`config.mk`:
```
export PLATFORM = sky130hd
export DESIGN_NAME = bridge_interlock
export DESIGN_NICKNAME = d
export VERILOG_FILES = /design/src/rtl/bil_pkg.sv /design/src/rtl/bil_sync.sv /design/src/rtl/bil_uv_detect.sv /design/src/rtl/bil_flag_timer.sv /design/src/rtl/bil_gate_mask.sv /design/src/rtl/bridge_interlock.sv
export SDC_FILE = /design/constraint.sdc
export NUM_CORES = 1
export LEC_CHECK = 0
export ABC_AREA = 1
export BUFFER_PORTS_ARGS = -buffer_cell sky130_fd_sc_hd__buf_2
export CAP_MARGIN = 20
export CORE_ASPECT_RATIO = 0.8
export CORE_UTILIZATION = 53
export DETAILED_ROUTE_END_ITERATION = 8
export GPL_TIMING_DRIVEN = 0
export PLACE_DENSITY = 0.77
export SYNTH_ARGS = -nofsm -noshare
export SYNTH_HDL_FRONTEND = slang
export SYNTH_HIERARCHICAL = 1
export SYNTH_SLANG_ARGS = --single-unit
```
`constraint.sdc`:
```
create_clock -name clk -period 1.44 [get_ports clk]
set_clock_uncertainty 0.1 [all_clocks]
set_input_delay 0.288 -clock clk [delete_from_list [all_inputs] [get_ports clk]]
set_output_delay 0.288 -clock clk [all_outputs]
set_load 0.03 [all_outputs]
```
`src/rtl/bil_pkg.sv`:
```
package bil_pkg;
   localparam int PHASES = 3;

   typedef struct packed {
      logic [PHASES-1:0] hi;
      logic [PHASES-1:0] lo;
   } gate_set_t;
endpackage

```
`src/rtl/bil_sync.sv`:
```
module bil_sync #(
   parameter int W       = 1,
   parameter int STAGES  = 2,
   parameter bit RST_VAL = 1'b0
) (
   input  logic         clk,
   input  logic         rst_n,
   input  logic [W-1:0] d,
   output logic [W-1:0] q
);
   if (STAGES < 2) begin : g_bad_depth
      $error("bil_sync: STAGES must be at least 2");
   end
   if (W < 1) begin : g_bad_width
      $error("bil_sync: W must be at least 1");
   end

   logic [STAGES-1:0][W-1:0] pipe;

   always_ff @(posedge clk or negedge rst_n) begin
      if (!rst_n) begin
         for (int i = 0; i < STAGES; i++) pipe[i] <= {W{RST_VAL}};
      end else begin
         pipe[0] <= d;
         for (int i = 1; i < STAGES; i++) pipe[i] <= pipe[i-1];
      end
   end

   assign q = pipe[STAGES-1];
endmodule

```
`src/rtl/bil_uv_detect.sv`:
```
module bil_uv_detect #(
   parameter bit USE_CODE    = 1'b1,
   parameter int CODE_W      = 8,
   parameter int UV_LOW      = 96,
   parameter int UV_HYST     = 8,
   parameter int SYNC_STAGES = 2
) (
   input  logic              clk,
   input  logic              rst_n,
   input  logic              uv_cmp,
   input  logic [CODE_W-1:0] sup_code,
   output logic              uv_q
);
   if (USE_CODE) begin : g_code
      localparam int UV_HIGH = UV_LOW + UV_HYST;
      localparam logic [CODE_W:0] LO_LIM = UV_LOW[CODE_W:0];
      localparam logic [CODE_W:0] HI_LIM = UV_HIGH[CODE_W:0];

      if (UV_HYST < 1) begin : g_bad_hyst
         $error("bil_uv_detect: UV_HYST must be at least 1");
      end
      if (UV_LOW < 1 || UV_HIGH > (2**CODE_W) - 1) begin : g_bad_range
         $error("bil_uv_detect: thresholds do not fit the code width");
      end

      logic unused_cmp;
      assign unused_cmp = uv_cmp;

      always_ff @(posedge clk or negedge rst_n) begin
         if (!rst_n)    uv_q <= 1'b1;
         else if (uv_q) uv_q <= ({1'b0, sup_code} < HI_LIM);
         else           uv_q <= ({1'b0, sup_code} < LO_LIM);
      end
   end else begin : g_cmp
      logic cmp_s;
      logic [CODE_W-1:0] unused_code;
      assign unused_code = sup_code;

      bil_sync #(.W(1), .STAGES(SYNC_STAGES), .RST_VAL(1'b1)) u_cmp_sync (
         .clk   (clk),
         .rst_n (rst_n),
         .d     (uv_cmp),
         .q     (cmp_s)
      );

      always_ff @(posedge clk or negedge rst_n) begin
         if (!rst_n) uv_q <= 1'b1;
         else        uv_q <= cmp_s;
      end
   end
endmodule

```
`src/rtl/bil_flag_timer.sv`:
```
module bil_flag_timer #(
   parameter int SET_DLY = 250,
   parameter int CLR_DLY = 750
) (
   input  logic clk,
   input  logic rst_n,
   input  logic uv_q,
   output logic flag
);
   localparam int MAX_DLY = (SET_DLY > CLR_DLY) ? SET_DLY : CLR_DLY;
   localparam int CW      = $clog2(MAX_DLY + 1);
   localparam logic [CW-1:0] SET_LAST = CW'(SET_DLY - 1);
   localparam logic [CW-1:0] CLR_LAST = CW'(CLR_DLY - 1);

   if (SET_DLY < 1 || CLR_DLY < 1) begin : g_bad_dly
      $error("bil_flag_timer: delays must be at least 1 cycle");
   end

   logic [CW-1:0] cnt;
   logic [CW-1:0] last;

   assign last = uv_q ? SET_LAST : CLR_LAST;

   always_ff @(posedge clk or negedge rst_n) begin
      if (!rst_n) begin
         flag <= 1'b1;
         cnt  <= '0;
      end else if (uv_q == flag) begin
         cnt <= '0;
      end else if (cnt == last) begin
         flag <= uv_q;
         cnt  <= '0;
      end else begin
         cnt <= cnt + 1'b1;
      end
   end
endmodule

```
`src/rtl/bil_gate_mask.sv`:
```
module bil_gate_mask
   import bil_pkg::*;
(
   input  logic      clk,
   input  logic      rst_n,
   input  gate_set_t cmd,
   input  logic      uv_q,
   output gate_set_t gate
);
   logic [PHASES-1:0] leg_clash;

   for (genvar p = 0; p < PHASES; p++) begin : g_leg
      assign leg_clash[p] = cmd.hi[p] & cmd.lo[p];
   end

   always_ff @(posedge clk or negedge rst_n) begin
      if (!rst_n)                    gate <= '0;
      else if (uv_q || (|leg_clash)) gate <= '0;
      else                           gate <= cmd;
   end
endmodule

```
`src/rtl/bridge_interlock.sv`:
```
module bridge_interlock
   import bil_pkg::*;
#(
   parameter bit USE_CODE    = 1'b1,
   parameter int CODE_W      = 8,
   parameter int UV_LOW      = 96,
   parameter int UV_HYST     = 8,
   parameter int SYNC_STAGES = 2,
   parameter int SET_DLY     = 250,
   parameter int CLR_DLY     = 750
) (
   input  logic              clk,
   input  logic              rst_n,
   input  logic [2:0]        hi_cmd,
   input  logic [2:0]        lo_cmd,
   input  logic              uv_cmp,
   input  logic [CODE_W-1:0] sup_code,
   output logic [2:0]        hi_gate,
   output logic [2:0]        lo_gate,
   output logic              uv_fault
);
   if (PHASES != 3) begin : g_bad_phases
      $error("bridge_interlock: port list assumes three phases");
   end

   gate_set_t         cmd_raw, cmd_s, gate;
   logic [PHASES-1:0] hi_s, lo_s;
   logic              uv_q;

   assign cmd_raw.hi = hi_cmd;
   assign cmd_raw.lo = lo_cmd;

   bil_sync #(.W(2*PHASES), .STAGES(SYNC_STAGES), .RST_VAL(1'b0)) u_cmd_sync (
      .clk   (clk),
      .rst_n (rst_n),
      .d     (cmd_raw),
      .q     (cmd_s)
   );

   assign hi_s = cmd_s.hi;
   assign lo_s = cmd_s.lo;

   bil_uv_detect #(
      .USE_CODE    (USE_CODE),
      .CODE_W      (CODE_W),
      .UV_LOW      (UV_LOW),
      .UV_HYST     (UV_HYST),
      .SYNC_STAGES (SYNC_STAGES)
   ) u_uv (
      .clk      (clk),
      .rst_n    (rst_n),
      .uv_cmp   (uv_cmp),
      .sup_code (sup_code),
      .uv_q     (uv_q)
   );

   bil_gate_mask u_mask (
      .clk   (clk),
      .rst_n (rst_n),
      .cmd   (cmd_s),
      .uv_q  (uv_q),
      .gate  (gate)
   );

   bil_flag_timer #(.SET_DLY(SET_DLY), .CLR_DLY(CLR_DLY)) u_flag (
      .clk   (clk),
      .rst_n (rst_n),
      .uv_q  (uv_q),
      .flag  (uv_fault)
   );

   assign hi_gate = gate.hi;
   assign lo_gate = gate.lo;
endmodule

```
==> results.toml, run 1 <==
[floorplanning]
dieArea_um2 = 2600
io_pins = 24
rows = 15
start_util_pct = 57.3
die_h_um = 45.8
die_w_um = 56.7
fp.coreArea_um2 = 2210

[worst_hold_path]
min_to = "u_uv/uv_q$_DFF_PN1_"
min_path_cells = 4
hold_class = "in2reg"
min-delay-start = "sup_code[3]"

[routing]
vias = 823
route.met3.wl_um = 137
route.layer.met1.wl_um = 889
ant_nets = 0
drt_pass1_iterations = 6
drc = 6
drtIter0Drc = 34
post_drt_wl_per_cell_um = 10.8
wl_um = 1930
route.met2.wl_um = 862
topRoutingLayerUsed = "met4"
viasPerCell = 4.60

[global_routing]
grt_remaining_overflow = 0
grt_pass1_wl_um = 3020
grt_usage_pct = 16.9
antenna_found_initial = 0
grt_pass1_vias = 697
grt_max_degree = 31

[setup_path]
cpLargestDelayFamily = "simple AND/OR/NAND/NOR gates"
worst_setup_path_end_kind = "flop"
worstPathBufferInverterCount = 2
r2r_end = "u_flag/cnt[8]$_DFF_PN0_"
slowest_stage = "dfrtp_1"
critPathMaxStageDelay_ps = 420
r2r_setup_slack_ps = -6
critPathArrivalTime_ps = 1580
r2r_start = "u_flag/cnt[1]$_DFF_PN0_"
path_max_fanout = 5
critPathKind = "reg2reg"
path_cells = "inv_2 -> ha_4 -> nand2_2 -> inv_2 -> nand2_2 -> nor2_4 -> nand3_4 -> nand2_8 -> nor2_2"
start_kind = "flop"
critPathRequiredTime_ps = 1570
rr_worst_depth = 9

[synth]
synth_simple_gate_area_share_pct = 23.7
yosys.area.top_type_share_pct = 55.2
synthesis.nets = 136
synth_ff_type = "dfrtp_1"
ys_ff_latch = 30
muxShareOfSynthArea_pct = 0
async_flop_share_pct = 100
synth_cell_types = 20
synth-xor-area-share_pct = 4.83
synth_top_family_by_area = "simple AND/OR/NAND/NOR gates"
avgSynthCellArea_um2 = 10.9
ys_warn_count = 6
yosysTopAreaCell = "dfrtp_1"
synth_area_um2 = 1270
synth_edf_count = 0
synth_compound_area_share_pct = 1.87
synth_area_leaders = "dfrtp_1 55%, nor2_2 5.9%, nor3_2 4.7%"
syn_inst = 117
synthAdderAreaFrac_pct = 1.97
synth.yosys.seq_area_share_pct = 59.3

[clock_tree]
h-tree-depth = 2
clkSinkCount = 30
cts-root-buf = "clkbuf_4"
cts_tree = "done"
clk_pin_slew_worst_paths_ps = 90
cts.path.max_buffers = 2
clkLatencyLatePin_ps = 330
cts_buffers = 5

[sta]
fmax_mhz = 692
worstMarginPinSlew_ps = 629
fin_crit_ps = 1450
setup_viol = 4
hold_violations = 0
holdWs_ps = 71.5
post-route-period-util_pct = 100
rsz0062_at_grt = "true"
slew-limit-headroom_pct = 58.1
finalMaxSlewViolations = 0
layout_setup_ws_ps = -5.76

[outcome]
status = "finished with violations"
violations = "design-rule violations, negative setup slack"

[final_layout]
antenna_cells = 0
postLayoutCellArea_um2 = 1630
instances_no_fill = 179
nets = 172
final_common_cell = "dfrtp_1"
final_cell_mix = "27 x dfrtp_1, 18 x buf_2, 14 x nand2_1"
drive_gt1_share_pct = 45.5
final_core_util_pct = 73.4
area_growth_pct = 28.0

[placement]
post-place-cells = 161
port_buffers = 19
placed_cell_area_um2 = 1400
gp_congestion = 0.789
dp_hpwl_um = 1220

[power]
power.density_nw_per_um2 = 977
peakVddDrop_mv = 0.619
p_leak_nw = 0.764

[flow_run]
maxCapViolCount = 0
[final cells by class]
class	instances	area [um2]
clock inverters	2	12.5
inverters	16	60.1
fillers	155	589
plain buffers	6	45.0
repair buffers	28	189
multi-input cells	66	482
clock buffers	6	51.3
flip-flops and latches	30	754
well taps	25	31.3
[registers in the layout (all words and copies together), names as in the netlist]
| register | count |
|---|---|
| u_flag/cnt | 10 |
| u_flag/flag | 1 |
| u_cmd_sync/q | 6 |
| u_cmd_sync/pipe | 6 |
| u_mask/gate | 6 |
| u_uv/uv_q | 1 |
[kinds of logic (layout without fill, tap and decap cells)]
logic type	after synthesis	after routing
compound gates	4	4
xor+xnor	7	7
fa+ha+maj	2	2
buf+inv	22	58
flops	30	30
simple gates	52	53
[Yosys cell counts (3+ instances only)]
cell,count
nor3_2,6
nor2_2,12
nor2_1,6
buf_4,6
inv_1,15
nand2_1,16
xor2_1,5
nand3_1,5
nand2_2,3
dfrtp_1,28
[per-layer routing]
| layer | vias up | track usage, % |
|---|---|---|
| li1 | 424 | - |
| met1 | 365 | 21.3 |
| met2 | 29 | 24.3 |
| met3 | 5 | 5.97 |
| met4 | 0 | 13.2 |
| met5 | - | 0 |
[where the power goes]
group	switching, W	internal (W)
Combinational	0.0000974	0.0000740
Sequential	0.0000170	0.000877
Clock	0.000288	0.000234
Total	0.000403	0.00119
[through the flow]
step	setup slack (ps)	setup TNS, ps	power (W)
detailed placement	11.2	0	0.00105
floorplan	113	0	0.000997
CTS	8.65	0	0.00159
finish	-5.76	-14.7	0.00159
global route	-75.3	-639	0.00165
global placement	29.6	0	0.00104
[what timing repair did]
action | CTS | global route
hold buffers | 8 | 0
gates cloned | 0 | 1
resized for setup | 3 | 13
endpoints found under the setup margin | 3 | 10
pin swaps | 0 | 4
buffers inserted | 1 | 0
hold endpoints to repair | 35 | 0
[how the worst max path moves through the flow]
stage                       startpoint                      end  slack (ps)  cells past startpoint
6_report       u_flag/cnt[1]$_DFF_PN0_  u_flag/cnt[8]$_DFF_PN0_          -6                      9
5_1_grt        u_flag/cnt[1]$_DFF_PN0_  u_flag/cnt[8]$_DFF_PN0_         -80                      9
4_1_cts        u_flag/flag$_DFFE_PN1P_                 uv_fault           9                      1
3_5_place_dp   u_flag/cnt[1]$_DFF_PN0_  u_flag/cnt[8]$_DFF_PN0_          10                      9
3_3_place_gp   u_flag/cnt[1]$_DFF_PN0_  u_flag/cnt[8]$_DFF_PN0_          30                      9
2_1_floorplan  u_flag/cnt[1]$_DFF_PN0_  u_flag/cnt[8]$_DFF_PN0_         110                      9
[tightest hold or removal path: cells and delay by family]
family / cells / cell delay, ps
AND/OR/NAND/NOR: 2 / 100
buffers and inverters: 1 / 70
AO/OA/AOI/OAI: 1 / 50
(Power assumes the default switching activity.)
==> run 2: changes to the inputs <==
BUFFER_PORTS_ARGS = not set   (was -buffer_cell sky130_fd_sc_hd__buf_2)
CORE_UTILIZATION = 55   (was 53)
DONT_BUFFER_PORTS = 1   (was not set)
PLACE_DENSITY = 0.7   (was 0.77)
SYNTH_HIERARCHICAL = not set   (was 1)
==> results.toml, run 2 <==
[final_layout]
final_core_util_pct = 76.7
final_common_cell = "dfrtp_1"
antenna_cells = 0
area_growth_pct = 28.0
largest_register_ffs = 10
drive_gt1_share_pct = 21.8
final_cell_mix = "27 x dfrtp_1, 22 x nor2_1, 13 x inv_1, 13 x nand2_1, 12 x dlygate4sd3_1"
regMostFlops = "u_flag.cnt"
instances_no_fill = 157
nets = 151

[clock_tree]
clk_pin_slew_worst_paths_ps = 100
clkLatencyLatePin_ps = 330
cts-root-buf = "clkbuf_4"
cts_buffers = 5
clkSinkCount = 30
cts_tree = "done"
h-tree-depth = 2
cts.path.max_buffers = 2

[flow_run]
maxCapViolCount = 0

[placement]
dp_slack_ps = 12.7
dp_hpwl_um = 1270
port_buffers = 0
gp_congestion = 0.826
post-place-cells = 133

[sta]
layout_setup_ws_ps = 18.7
fin_crit_ps = 1420
post-route-period-util_pct = 98.7
setup_viol = 0
finalMaxSlewViolations = 0
fmax_mhz = 704
worstMarginPinSlew_ps = 495
holdWs_ps = 254
hold_violations = 0
rsz0062_at_grt = "true"
slew-limit-headroom_pct = 67.0

[synth]
ys_warn_count = 0
avgSynthCellArea_um2 = 10.6
synth_area_leaders = "dfrtp_1 61%, nor2_1 7.5%, dfstp_2 4.6%"
synth_area_um2 = 1150
yosysTopAreaCell = "dfrtp_1"
async_flop_share_pct = 100
synth_edf_count = 0
yosys.area.top_type_share_pct = 60.7
synth_cell_types = 21
synth_ff_type = "dfrtp_1"
synth_most_common_cell = "dfrtp_1"
synth.yosys.seq_area_share_pct = 65.2
netlist_top_cells_count = "28 x dfrtp_1, 23 x nor2_1, 14 x nand2_1"
syn_inst = 109
ys_ff_latch = 30
synthesis.nets = 128

[global_routing]
antenna_found_initial = 0
grt_usage_pct = 21.3
grt_pass1_wl_um = 3130
grt_remaining_overflow = 0
grt_max_degree = 31
grt_pass1_vias = 709

[setup_path]
critPathArrivalTime_ps = 1030
critPathKind = "reg2out"
critPathRequiredTime_ps = 1050
worst_setup_path_end_kind = "output port"
path_max_fanout = 3
start_kind = "flop"

[routing]
post_drt_wl_per_cell_um = 14.1
drc = 0
viasPerCell = 5.15
wl_um = 2210
vias = 808
drt_pass1_iterations = 4
drtIter0Drc = 14
ant_nets = 0

[power]
peakVddDrop_mv = 0.986
power.density_nw_per_um2 = 1140
p_leak_nw = 0.682

[worst_hold_path]
hold_class = "reg2reg"

[floorplanning]
start_util_pct = 59.9
die_w_um = 53.2
dieArea_um2 = 2290
rows = 14
io_pins = 24
die_h_um = 43.0
fp.coreArea_um2 = 1930

[outcome]
status = "finished, final reports clean"
-- run 2: cell types whose count changed after synthesis, moves of 2 or more --
cell     previous run  this run
nand2_1            16        14
nor2_1              6        23
inv_1              15        13
nor2_2             12         3
o21ai_0             2         0
xor2_1              5         3
a21oi_1             0         3
buf_4               6         0
nor3_2              6         1
-- run 2: area by class of cell --
class	instances	area [um2]
Multi-Input combinational cell	66	408
Timing Repair Buffer	15	155
Tap cell	24	30.0
Clock inverter	3	40.0
Clock buffer	5	37.5
Fill cell	129	449
Sequential cell	30	754
Inverter	14	52.6
-- run 2: kinds of logic after synthesis --
logic type | Yosys count | synth area share, %
simple gates | 52 | 20.9
flops | 30 | 65.2
buf+inv | 14 | 4.55
xor+xnor | 6 | 4.55
compound gates | 5 | 2.60
fa+ha+maj | 2 | 2.17
-- run 2: power by group --
group	switching (W)	total, W	leakage (nW)	internal, W
Combinational	0.0000579	0.000108	0.259	0.0000504
Clock	0.000297	0.000656	0.0450	0.000359
Sequential	0.0000397	0.000917	0.378	0.000877
Total	0.000395	0.00168	0.682	0.00129
-- run 2: final timing paths --
check | startpoint | to | slack, ps | cells past startpoint
setup / recovery | u_flag.flag$_DFFE_PN1P_ | uv_fault | 20 | 0
hold / removal | u_cmd_sync.pipe[5]$_DFF_PN0_ | u_cmd_sync.q[5]$_DFF_PN0_ | 250 | 0
setup reg to reg | u_flag.cnt[1]$_DFF_PN0_ | u_flag.cnt[6]$_DFF_PN0_ | 30 | 9
hold reg to reg | u_cmd_sync.pipe[5]$_DFF_PN0_ | u_cmd_sync.q[5]$_DFF_PN0_ | 250 | 0
max in group asynchronous | rst_n | u_uv.uv_q$_DFF_PN1_ | 720 | 2
min in group asynchronous | rst_n | u_flag.cnt[9]$_DFF_PN0_ | 280 | 2
-- run 2: repair_timing --
| action | CTS | global route |
|---|---|---|
| pin swaps | 0 | 1 |
| setup buffers | 0 | 2 |
| hold endpoints to repair | 37 | 0 |
| gates cloned | 0 | 1 |
| hold buffers | 13 | 0 |
| endpoints found under the setup margin | 2 | 10 |
| resized for setup | 0 | 11 |
-- run 2: routing by layer --
layer / global-route usage, % / vias to the layer above / share of wire (%)
li1: - / 380 / -
met1: 27.3 / 392 / 44
met2: 28.5 / 29 / 48
met3: 7.53 / 7 / 4.8
met4: 17.4 / 0 / 3.1
met5: 0 / - / 0
-- run 2: stage by stage --
step                total power [W]  TNS (ps)  area, um2
floorplan                  0.000961         0       1150
detailed placement         0.000977         0       1180
global placement           0.000972         0       1180
global route                0.00175      -469       1480
CTS                         0.00168     -7.80       1400
finish                      0.00168         0       1480
==> run 3: changes to the inputs <==
SETUP_SLACK_MARGIN = 0.15   (was not set)
==> results.toml, run 3 (synthesis results as in run 2) <==
[final_layout]
nets = 151
antenna_cells = 0
regMostFlops = "u_flag.cnt"
final_cell_mix = "27 x dfrtp_1, 21 x nor2_1, 13 x inv_1, 13 x nand2_1, 12 x dlygate4sd3_1"
area_growth_pct = 26.9
final_common_cell = "dfrtp_1"
final_core_util_pct = 76.0
drive_gt1_share_pct = 23.3
largest_register_ffs = 10
instances_no_fill = 157

[floorplanning]
die_w_um = 53.2
dieArea_um2 = 2290
die_h_um = 43.0
rows = 14
start_util_pct = 59.9
io_pins = 24
fp.coreArea_um2 = 1930

[worst_hold_path]
hold_class = "reg2reg"

[routing]
drc = 0
wl_um = 2060
post_drt_wl_per_cell_um = 13.1
ant_nets = 0
viasPerCell = 4.97
drt_pass1_iterations = 4
vias = 781
drtIter0Drc = 13

[global_routing]
gr-usage-met3_pct = 7.53
antenna_found_initial = 0
grt_usage_pct = 22.4
grt_pass1_vias = 732
grt_remaining_overflow = 0
grt_max_degree = 31
grt.busiest_layer = "met2"
met1_usage_pct = 29.3
grtUsageMet2_pct = 30.0
grt_pass1_wl_um = 3280

[clock_tree]
cts_buffers = 5
cts-root-buf = "clkbuf_4"
clk_pin_slew_worst_paths_ps = 100
h-tree-depth = 2
clkLatencyLatePin_ps = 330
cts_tree = "done"
clkSinkCount = 30
cts.path.max_buffers = 2

[sta]
fmax_mhz = 698
worstMarginPinSlew_ps = 316
rsz0062_at_grt = "true"
post-route-period-util_pct = 99.4
hold_violations = 0
holdWs_ps = 254
fin_crit_ps = 1430
slew-limit-headroom_pct = 78.9
finalMaxSlewViolations = 0
setup_viol = 0

[setup_path]
path_max_fanout = 4
critPathMaxStageDelay_ps = 400
path_cells = "inv_1 -> ha_2 -> nand2_1 -> inv_1 -> nand2_1 -> nor2_2 -> nand3_4 -> nand2_2 -> nor2_1"
worst_setup_path_end_kind = "flop"
critPathKind = "reg2reg"
start_kind = "flop"
slowest_stage = "dfrtp_1"
critPathRequiredTime_ps = 1570
critPathArrivalTime_ps = 1560

[placement]
dp_hpwl_um = 1270
port_buffers = 0
post-place-cells = 133
gp_congestion = 0.826

[outcome]
status = "finished, final reports clean"

[power]
peakVddDrop_mv = 0.991
power.density_nw_per_um2 = 1140
p_leak_nw = 0.678

[flow_run]
maxCapViolCount = 0
[run 3: cell types whose count changed in the layout (fill, tap and decap cells not counted)]
cell,previous run,this run
o221ai_2,0,1
nand2_2,3,4
nor2_4,1,0
o221ai_1,1,0
nor2_2,3,5
xor2_4,1,0
nand2_4,2,1
nor2_1,22,21
xor2_2,0,1
[run 3: area by class of cell]
cell class                 instances  area, um2
clock buffer                       5       37.5
clock inverter                     3       40.0
fill                             145        462
inverter                          14       52.6
multi-input combinational         66        395
sequential                        30        754
tap                               24       30.0
timing repair buffer              15        155
[run 3: where the power goes]
group	internal (W)	switching (W)	total (W)
sequential	0.000877	0.0000384	0.000915
clock	0.000359	0.000295	0.000655
combinational	0.0000489	0.0000568	0.000106
total	0.00129	0.000391	0.00168
[run 3: worst paths after layout]
kind                       slack, ps                    startpoint                        end  cells past startpoint
min in group asynchronous        290                         rst_n    u_flag.cnt[3]$_DFF_PN0_                      2
min reg2reg                      250  u_cmd_sync.pipe[5]$_DFF_PN0_  u_cmd_sync.q[5]$_DFF_PN0_                      0
min                              250  u_cmd_sync.pipe[5]$_DFF_PN0_  u_cmd_sync.q[5]$_DFF_PN0_                      0
max reg2reg                        8       u_flag.cnt[1]$_DFF_PN0_    u_flag.cnt[2]$_DFF_PN0_                      9
max                                8       u_flag.cnt[1]$_DFF_PN0_    u_flag.cnt[2]$_DFF_PN0_                      9
max in group asynchronous        720                         rst_n        u_uv.uv_q$_DFF_PN1_                      2
[run 3: layer usage]
| layer | up-vias | part of all wire, % |
|---|---|---|
| li1 | 381 | - |
| met1 | 367 | 46 |
| met2 | 26 | 45 |
| met3 | 7 | 5.4 |
| met4 | 0 | 3.3 |
| met5 | - | 0 |
[run 3: what timing repair did]
action,CTS,global route
endpoints found under the setup margin,12,15
buffers inserted,2,0
pin swaps,1,1
resized for setup,3,7
hold endpoints to repair,37,0
hold buffers,13,0
gates cloned,1,0
[run 3: critical path, delay by kind of cell (launching register included)]
| kind | cells | cell delay, ps |
|---|---|---|
| AND/OR/NAND/NOR | 6 | 560 |
| adder cells (fa/ha/maj) | 1 | 160 |
| buffers and inverters | 2 | 110 |
| flip-flops | 1 | 400 |
[run 3: stage by stage]
step	power (W)	instance area, um2	setup WS, ps	TNS [ps]
6_report	0.00168	1470	8.08	0
3_5_place_dp	0.000977	1180	12.7	0
2_1_floorplan	0.000961	1150	160	0
4_1_cts	0.00169	1450	15.4	0
3_3_place_gp	0.000972	1180	40.4	0
5_1_grt	0.00175	1470	-83.4	-703
